<file path="src/rtl/irq_pkg.sv">
package irq_pkg;

    localparam int DW     = 16;
    localparam int AW     = 7;
    localparam int QDEPTH = 64;
    localparam int QAW    = $clog2(QDEPTH);
    localparam int NUSER  = 4;
    localparam int NEXT2  = 9;

    localparam int S2_USER_LO = 1;
    localparam int S2_WRAP    = S2_USER_LO + NUSER;
    localparam int S2_MID     = S2_WRAP + 1;
    localparam int S2_EXT_LO  = S2_MID + 1;

    typedef enum logic [AW-2:0] {
        RA_STAT1 = 6'd0,
        RA_MASK1 = 6'd1,
        RA_STAT2 = 6'd2,
        RA_MASK2 = 6'd3,
        RA_QPTR  = 6'd4,
        RA_QFILT = 6'd5
    } reg_sel_e;

    typedef struct packed {
        logic wrap;
        logic mid;
    } qevt_t;

    function automatic logic [DW-1:0] pack_stat2_ev(
        input logic [NUSER-1:0] user,
        input logic [NEXT2-1:0] ext,
        input qevt_t            qe
    );
        logic [DW-1:0] v;
        v = '0;
        v[S2_USER_LO +: NUSER] = user;
        v[S2_WRAP]             = qe.wrap;
        v[S2_MID]              = qe.mid;
        v[S2_EXT_LO +: NEXT2]  = ext;
        return v;
    endfunction

endpackage

</file>
<file path="src/rtl/irq_stat_word.sv">
module irq_stat_word #(
    parameter int W = 16
) (
    input  logic         clk,
    input  logic         rst,
    input  logic [W-1:0] ev_i,
    input  logic         clr_i,
    input  logic         mask_wr_i,
    input  logic [W-1:0] mask_d_i,
    output logic [W-1:0] stat_o,
    output logic [W-1:0] mask_o,
    output logic         pend_o
);

    logic [W-1:0] stat_q, mask_q;

    always_ff @(posedge clk) begin
        if (rst) begin
            stat_q <= '0;
            mask_q <= '0;
        end else begin
            stat_q <= (clr_i ? '0 : stat_q) | ev_i;
            if (mask_wr_i) mask_q <= mask_d_i;
        end
    end

    assign stat_o = stat_q;
    assign mask_o = mask_q;
    assign pend_o = |(stat_q & mask_q);

    AST_EVENT_LATCHES: assert property (@(posedge clk) disable iff (rst)
        (ev_i != '0) |=> ((stat_q & $past(ev_i)) == $past(ev_i)));

    AST_READ_CLEARS: assert property (@(posedge clk) disable iff (rst)
        (clr_i && ev_i == '0) |=> (stat_q == '0));

endmodule

</file>
<file path="src/rtl/irq_msg_log.sv">
module irq_msg_log
    import irq_pkg::*;
(
    input  logic           clk,
    input  logic           rst,
    input  logic           msg_done_i,
    input  logic           msg_valid_i,
    input  logic           msg_hit_i,
    input  logic [DW-1:0]  tag_i,
    input  logic           filt_wr_i,
    input  logic [1:0]     filt_d_i,
    input  logic [QAW-1:0] rd_idx_i,
    output logic [DW-1:0]  rd_data_o,
    output logic [QAW-1:0] ptr_o,
    output logic [1:0]     filt_o,
    output qevt_t          qevt_o
);

    logic [DW-1:0]  buf_q [QDEPTH];
    logic [QAW-1:0] ptr_q;
    logic [1:0]     filt_q;
    logic           admit, wr_en;

    assign admit = msg_valid_i ? filt_q[0] : filt_q[1];
    assign wr_en = msg_done_i && msg_hit_i && admit;

    always_ff @(posedge clk) begin
        if (rst) begin
            ptr_q  <= '0;
            filt_q <= 2'b11;
        end else begin
            if (wr_en)     ptr_q  <= ptr_q + QAW'(1);
            if (filt_wr_i) filt_q <= filt_d_i;
        end
    end

    always_ff @(posedge clk) begin
        if (wr_en) buf_q[ptr_q] <= tag_i;
    end

    assign qevt_o.wrap = wr_en && (ptr_q == QAW'(QDEPTH - 1));
    assign qevt_o.mid  = wr_en && (ptr_q == QAW'(QDEPTH/2 - 1));
    assign rd_data_o   = buf_q[rd_idx_i];
    assign ptr_o       = ptr_q;
    assign filt_o      = filt_q;

    AST_PTR_ADVANCES: assert property (@(posedge clk) disable iff (rst)
        wr_en |=> (ptr_q == $past(ptr_q) + QAW'(1)));

    AST_FILTERED_HOLDS: assert property (@(posedge clk) disable iff (rst)
        (msg_done_i && !admit) |=> $stable(ptr_q));

    AST_CROSSING_SINGLE: assert property (@(posedge clk) disable iff (rst)
        $onehot0({qevt_o.wrap, qevt_o.mid}));

endmodule

</file>
<file path="src/rtl/irq_chain_ctrl.sv">
module irq_chain_ctrl
    import irq_pkg::*;
(
    input  logic             clk,
    input  logic             rst,
    input  logic [DW-1:0]    ev1_i,
    input  logic [NEXT2-1:0] ext2_i,
    input  logic [NUSER-1:0] user_irq_i,
    input  logic             msg_done_i,
    input  logic             msg_valid_i,
    input  logic [DW-1:0]    msg_tag_i,
    input  logic [AW-1:0]    reg_addr_i,
    input  logic             reg_wr_i,
    input  logic             reg_rd_i,
    input  logic [DW-1:0]    reg_wdata_i,
    output logic [DW-1:0]    reg_rdata_o,
    output logic             reg_rvalid_o,
    output logic             irq_o
);

    logic [DW-1:0]  stat1, mask1, stat2_raw, mask2, stat2_view, qdata, rd_mux;
    logic [DW-1:0]  ev2;
    logic [QAW-1:0] qptr;
    logic [1:0]     qfilt;
    logic           pend1, pend2_raw, is_q;
    qevt_t          qevt;
    reg_sel_e       sel;

    assign is_q = reg_addr_i[AW-1];
    assign sel  = reg_sel_e'(reg_addr_i[AW-2:0]);
    assign ev2  = pack_stat2_ev(user_irq_i, ext2_i, qevt);

    irq_stat_word #(.W(DW)) u_word1 (
        .clk(clk), .rst(rst), .ev_i(ev1_i),
        .clr_i(reg_rd_i && !is_q && sel == RA_STAT1),
        .mask_wr_i(reg_wr_i && !is_q && sel == RA_MASK1),
        .mask_d_i(reg_wdata_i),
        .stat_o(stat1), .mask_o(mask1), .pend_o(pend1)
    );

    irq_stat_word #(.W(DW)) u_word2 (
        .clk(clk), .rst(rst), .ev_i(ev2),
        .clr_i(reg_rd_i && !is_q && sel == RA_STAT2),
        .mask_wr_i(reg_wr_i && !is_q && sel == RA_MASK2),
        .mask_d_i(reg_wdata_i),
        .stat_o(stat2_raw), .mask_o(mask2), .pend_o(pend2_raw)
    );

    irq_msg_log u_log (
        .clk(clk), .rst(rst),
        .msg_done_i(msg_done_i), .msg_valid_i(msg_valid_i),
        .msg_hit_i(|(ev1_i & mask1)), .tag_i(msg_tag_i),
        .filt_wr_i(reg_wr_i && !is_q && sel == RA_QFILT),
        .filt_d_i(reg_wdata_i[1:0]),
        .rd_idx_i(reg_addr_i[QAW-1:0]), .rd_data_o(qdata),
        .ptr_o(qptr), .filt_o(qfilt), .qevt_o(qevt)
    );

    assign stat2_view = {stat2_raw[DW-1:1], pend1};
    assign irq_o      = pend2_raw | (pend1 & mask2[0]) | pend1;

    always_comb begin
        rd_mux = '0;
        if (is_q) rd_mux = qdata;
        else begin
            case (sel)
                RA_STAT1: rd_mux = stat1;
                RA_MASK1: rd_mux = mask1;
                RA_STAT2: rd_mux = stat2_view;
                RA_MASK2: rd_mux = mask2;
                RA_QPTR:  rd_mux = DW'(qptr);
                RA_QFILT: rd_mux = DW'(qfilt);
                default:  rd_mux = '0;
            endcase
        end
    end

    always_ff @(posedge clk) begin
        if (rst) begin
            reg_rdata_o  <= '0;
            reg_rvalid_o <= 1'b0;
        end else begin
            reg_rvalid_o <= reg_rd_i;
            if (reg_rd_i) reg_rdata_o <= rd_mux;
        end
    end

    AST_STAT2_BIT0_CLEAR: assert property (@(posedge clk) disable iff (rst)
        (stat2_raw[0] == 1'b0));

    AST_RVALID_FOLLOWS: assert property (@(posedge clk) disable iff (rst)
        reg_rd_i |=> reg_rvalid_o);

endmodule

</file>
<file path="config.mk">
export PLATFORM = sky130hd
export DESIGN_NAME = irq_chain_ctrl
export DESIGN_NICKNAME = d
export VERILOG_FILES = /design/src/rtl/irq_pkg.sv /design/src/rtl/irq_stat_word.sv /design/src/rtl/irq_msg_log.sv /design/src/rtl/irq_chain_ctrl.sv
export SDC_FILE = /design/constraint.sdc
export NUM_CORES = 1
export LEC_CHECK = 0
export ABC_AREA = 1
export ABC_CLOCK_PERIOD_IN_PS = 2400
export BUFFER_PORTS_ARGS = -buffer_cell sky130_fd_sc_hd__buf_2
export CORE_UTILIZATION = 55
export CTS_CLUSTER_DIAMETER = 120
export DETAILED_ROUTE_END_ITERATION = 16
export MAX_ROUTING_LAYER = met4
export PLACE_DENSITY = 0.84
export REMOVE_ABC_BUFFERS = 1
export SLEW_MARGIN = 25
export SYNTH_ARGS = -nofsm -noshare
export SYNTH_HDL_FRONTEND = slang
export SYNTH_HIERARCHICAL = 1
export SYNTH_SLANG_ARGS = --single-unit
</file>
<file path="constraint.sdc">
create_clock -name clk -period 2.4 [get_ports clk]
set_input_delay 0.36 -clock clk [delete_from_list [all_inputs] [get_ports clk]]
set_output_delay 0.36 -clock clk [all_outputs]
set_load 0.005 [all_outputs]
</file>
==> impl.org <==
** Status
- Outcome :: finished with violations
- Failing checks :: negative setup slack

** Power
- Net switching component of the power :: 9.35 mW
- The share of total power dissipated in the clock network is 0.407.
- Of the total power, the share spent switching nets is 0.230.
- Cell-internal power :: between 30 and 40 mW
- Of the total power, registers draw 0.523.
- VDD sags by at most 0.000806 V.
- Dividing total power by cell area gives a power density of about 760 nW/µm².
- Summed over all cells, the static leakage comes to 19.8 nW.
- Of the total power, combinational logic draws 0.071.

** Synthesis
- The cell area that synthesis handed to floorplanning was 46100 µm².
- Leading area contributor after synthesis :: edfxtp_1
- Synthesis produced 4110 cells.
- FF+latch count, synth :: ~1.1k
- For this run, the register share of the synthesized area comes to 0.706.
- By area the synthesized netlist is led by edfxtp_1 (67%), nand2_1 (12%), nand3_1 (9.7%), dfxtp_1 (3.9%), buf_6 (1.5%).
- For this run, the number of Yosys warnings is 6.
- Number of unique standard cell types used by synthesis :: 31
- After synthesis, the share of flip-flops with an asynchronous set or reset is 0.
- Average instance area after synthesis :: ~11 µm²
- Most frequently used flop master after synthesis :: edfxtp_1
- Counting flops with a built-in enable in the synthesized netlist gives roughly 1k.
- Area share of the largest cell type after synthesis :: 0.667

** Clock tree
- The number of clock buffers added by TritonCTS is 105.
- After clock tree synthesis, the clock-pin slew on the worst setup and hold paths is ~0.06 ns.
- H-tree lvl count :: 3
- In this run the deepest clock path goes through 3 buffers.
- The tree is rooted in a clkbuf_16.
- At the later pin of the worst-skew pair, clock insertion delay measures ~0.7 ns.
- TritonCTS built the clock tree.
- CTS saw about 1.1k sinks.

** Timing
- The final hold violation count came to 0.
- Dividing the final minimum period by the clock period gives 1.01.
- The clock arrives with 0.0251 ns of skew.
- Min cycle time layout :: 2.43 ns
- Setup violations remaining at the end of the flow were counted as 26.
- Transition time of the tightest slew-check pin :: ~0.59 ns
- Number of pins with negative max-slew slack in the final report :: 0
- Highest attainable clock frequency :: 0.411 GHz
- Hold is met by 0.0428 ns.
- Max_slew headroom :: 0.608
- Setup ws final :: -0.0316 ns

** Finish
- Relative to the synthesized area, the layout overhead comes to 16.5%.
- Layout cells sized above 1 :: 0.134
- For this run, the post-layout net count is 4451.
- With fillers left out, the area of the finished cells amounts to 53700 µm².
- Final cell count without fillers :: 5544

** Global route
- The via count of the first global-routing pass is around 33k.
- The initial antenna violation count was 6.
- Global route total overflow :: 0
- Largest net degree at the start of global routing :: slightly below 70
- GRT Util Overall :: 0.324
- The first global-routing pass estimated between 150 and 200 mm of wire.

** Critical path
- CP max FO :: 3
- Most frequent cell on the critical path :: nand2_1
- The critical path goes through buf_4 -> nand2_1 -> nand2_1 -> inv_1 -> nand2_1 -> nor2_1 -> nand2_1 -> or2_4 -> buf_2.
- The worst register-to-register path begins at u_word1/mask_o[13]$_SDFFE_PP0P_.
- For this run, the slowest stage of the critical path takes about 0.33 ns.
- In this run the critical register-to-register path is captured at u_log/buf_q[62][11]$_DFFE_PP_.
- STA puts the critical path data required time at 2.04 ns.
- Arrival time at the worst endpoint :: 2.07 ns
- Worst Setup End Kind :: primary output
- Flop-to-flop setup slack :: 0.03 ns
- Number of cells on the worst reg-to-reg path :: 10
- Critical path's slowest cell :: dfxtp_1
- Classification of the worst setup path :: reg -> out
- The critical path starts at u_word1/mask_o[12]$_SDFFE_PP0P_.
- Worst setup SP type :: flop

** Detailed routing
- The detailed router finished its first iteration with 5463 violations.
- The pre-antenna-repair detailed-routing pass consisted of 8 iterations.
- Post-DRT Antenna Nets :: 0
- Average via count per standard cell :: 6.14
- Detailed-routed wire length on met2 :: about 63 mm
- The highest layer touched by signal routing is met4.
- Total number of vias :: 34.0k
- Average wire per standard cell :: 24.3 µm
- Total DRC errors in the routed layout :: 0
- After detailed routing, the met3 layer carries between 15 and 20 mm of wire.
- The detailed router put a total of 46.6 mm of wire on met1.
- Final WL :: 135 mm

** Hold path
- The path with the worst hold slack has its endpoint at u_word1/stat_o[1]$_SDFF_PP0_.
- Worst hold start :: ev1_i[1]
- Along the worst hold path, the cell count comes to 4.
- Class of the worst hold path :: in -> reg

** Placement
- Number of port buffers :: 91
- Routability-driven placement finished with a final weighted congestion of 0.995.
- Cells after DPL :: between 5k and 6k
- Worst slack at placement :: -0.453 ns
- Detailed placement ended at an HPWL of between 80 and 90 mm.
- Once placement finished, the instance area stood at 49700 µm².

** Die
- For this configuration, the core starts out at a cell density of 0.559.
- Core box area :: 82500 µm²
- From left edge to right edge, the die measures between 200 and 300 µm.
- Vertical die dimension :: ~290 µm
- In this run the core area contains 105 standard-cell rows.
- The die covers 85000 µm².
- I/O pin count :: 92

** Job
- Max cap viols :: 0
registers in the layout (all words and copies together) (netlist names):
| name | cells |
|---|---|
| u_word2/stat_o | 16 |
| u_word1/stat_o | 16 |
| u_log/buf_q | 1024 |
| reg_rvalid_o | 1 |
| reg_rdata_o | 16 |
| u_word2/mask_o | 16 |
| u_word1/mask_o | 16 |
| u_log/filt_o | 2 |
| u_log/ptr_o | 6 |
logic make-up after synthesis:
kind of cell               after synthesis  synth area share
AOI/OAI and AO/OA                      130            0.0166
buffers and inverters                  297            0.0401
other                                    1         0.0000813
and+or+nand+nor                       2568             0.237
adders and majority gates                1          0.000271
DFF                                   1113             0.706
cell usage in the layout, fill, tap and decap left out, drive strengths merged:
master / n
nand2: 1508
edfxtp: 1024
nand3: 896
buf: 363
clkbuf: 136
nor2: 123
a21oi: 101
dfxtp: 89
inv: 50
clkinv: 48
dlygate4sd3: 46
nand4: 31
o21ai: 24
bufinv: 7
nor3: 7
diode: 6
clkinvlp: 5
a22o: 2
nor4: 2
a221oi: 2
or2: 1
o21bai: 1
ha: 1
conb: 1
synthesized netlist by cell type (21+ instances only):
| cell | instances |
|---|---|
| dfxtp_1 | 89 |
| edfxtp_1 | 1024 |
| nor2_1 | 117 |
| buf_2 | 134 |
| buf_6 | 62 |
| nand4_1 | 31 |
| clkbuf_1 | 23 |
| a21oi_2 | 26 |
| inv_1 | 39 |
| nand2_1 | 1487 |
| o21ai_0 | 24 |
| nand2_2 | 21 |
| a21oi_1 | 75 |
| nand3_1 | 896 |
per-stage QoR:
step                      utilization  total power, mW  TNS (ns)
after global placement          0.603             24.3   -282.04
after detailed placement        0.603             24.3   -319.63
after floorplan                     -             22.7    -20.76
final                           0.651             40.7    -0.242
after CTS                       0.651             40.5  -0.00112
after global routing            0.651             41.6   -0.0180
power groups by stage:
stage	registers, mW	clock network, mW	logic (mW)
2_1_floorplan	21.7	0	1.03
3_3_place_gp	21.7	0	2.60
3_5_place_dp	21.7	0	2.67
4_1_cts	21.2	16.5	2.76
5_1_grt	21.2	17.3	3.00
6_report	21.2	16.5	2.88
how the worst max path moves through the flow:
stage                                         endpoint  depth (start not counted)
final                                            irq_o                          9
after global routing                             irq_o                          9
after CTS                                        irq_o                          9
after detailed placement  u_log/buf_q[49][4]$_DFFE_PP_                         11
after global placement    u_log/buf_q[49][6]$_DFFE_PP_                         11
after floorplan            reg_rdata_o[1]$_SDFFE_PP0P_                         12
what timing repair did:
item | 4_1_cts | 5_1_grt
setup endpoints to repair | 945 | 159
buffers inserted | 3 | 1
gates resized for setup | 5 | 14
hold buffers | 46 | 0
pin swaps | 2 | 1
hold endpoints to repair | 62 | 0
cell type report:
type | count | area (µm²)
Sequential cell | 1113 | 32500
Inverter | 47 | 220
Clock inverter | 63 | 538
Antenna cell | 6 | 15.0
Fill cell | 5675 | 28800
Tap cell | 1070 | 1340
Multi-Input combinational cell | 2700 | 11800
Clock buffer | 136 | 2890
Timing Repair Buffer | 409 | 4400
critical path, delay by kind of cell (launching register included):
family / cells / cell delay, ns
buf+inv: 3 / 0.38
simple gates: 6 / 0.68
flops: 1 / 0.33
per-layer routing:
layer,track usage,up-vias
met5,-,-
met4,0.158,0
met3,0.0664,543
met2,0.509,2564
met1,0.404,16100
li1,-,14900
Power figures use the tool's default switching activity.
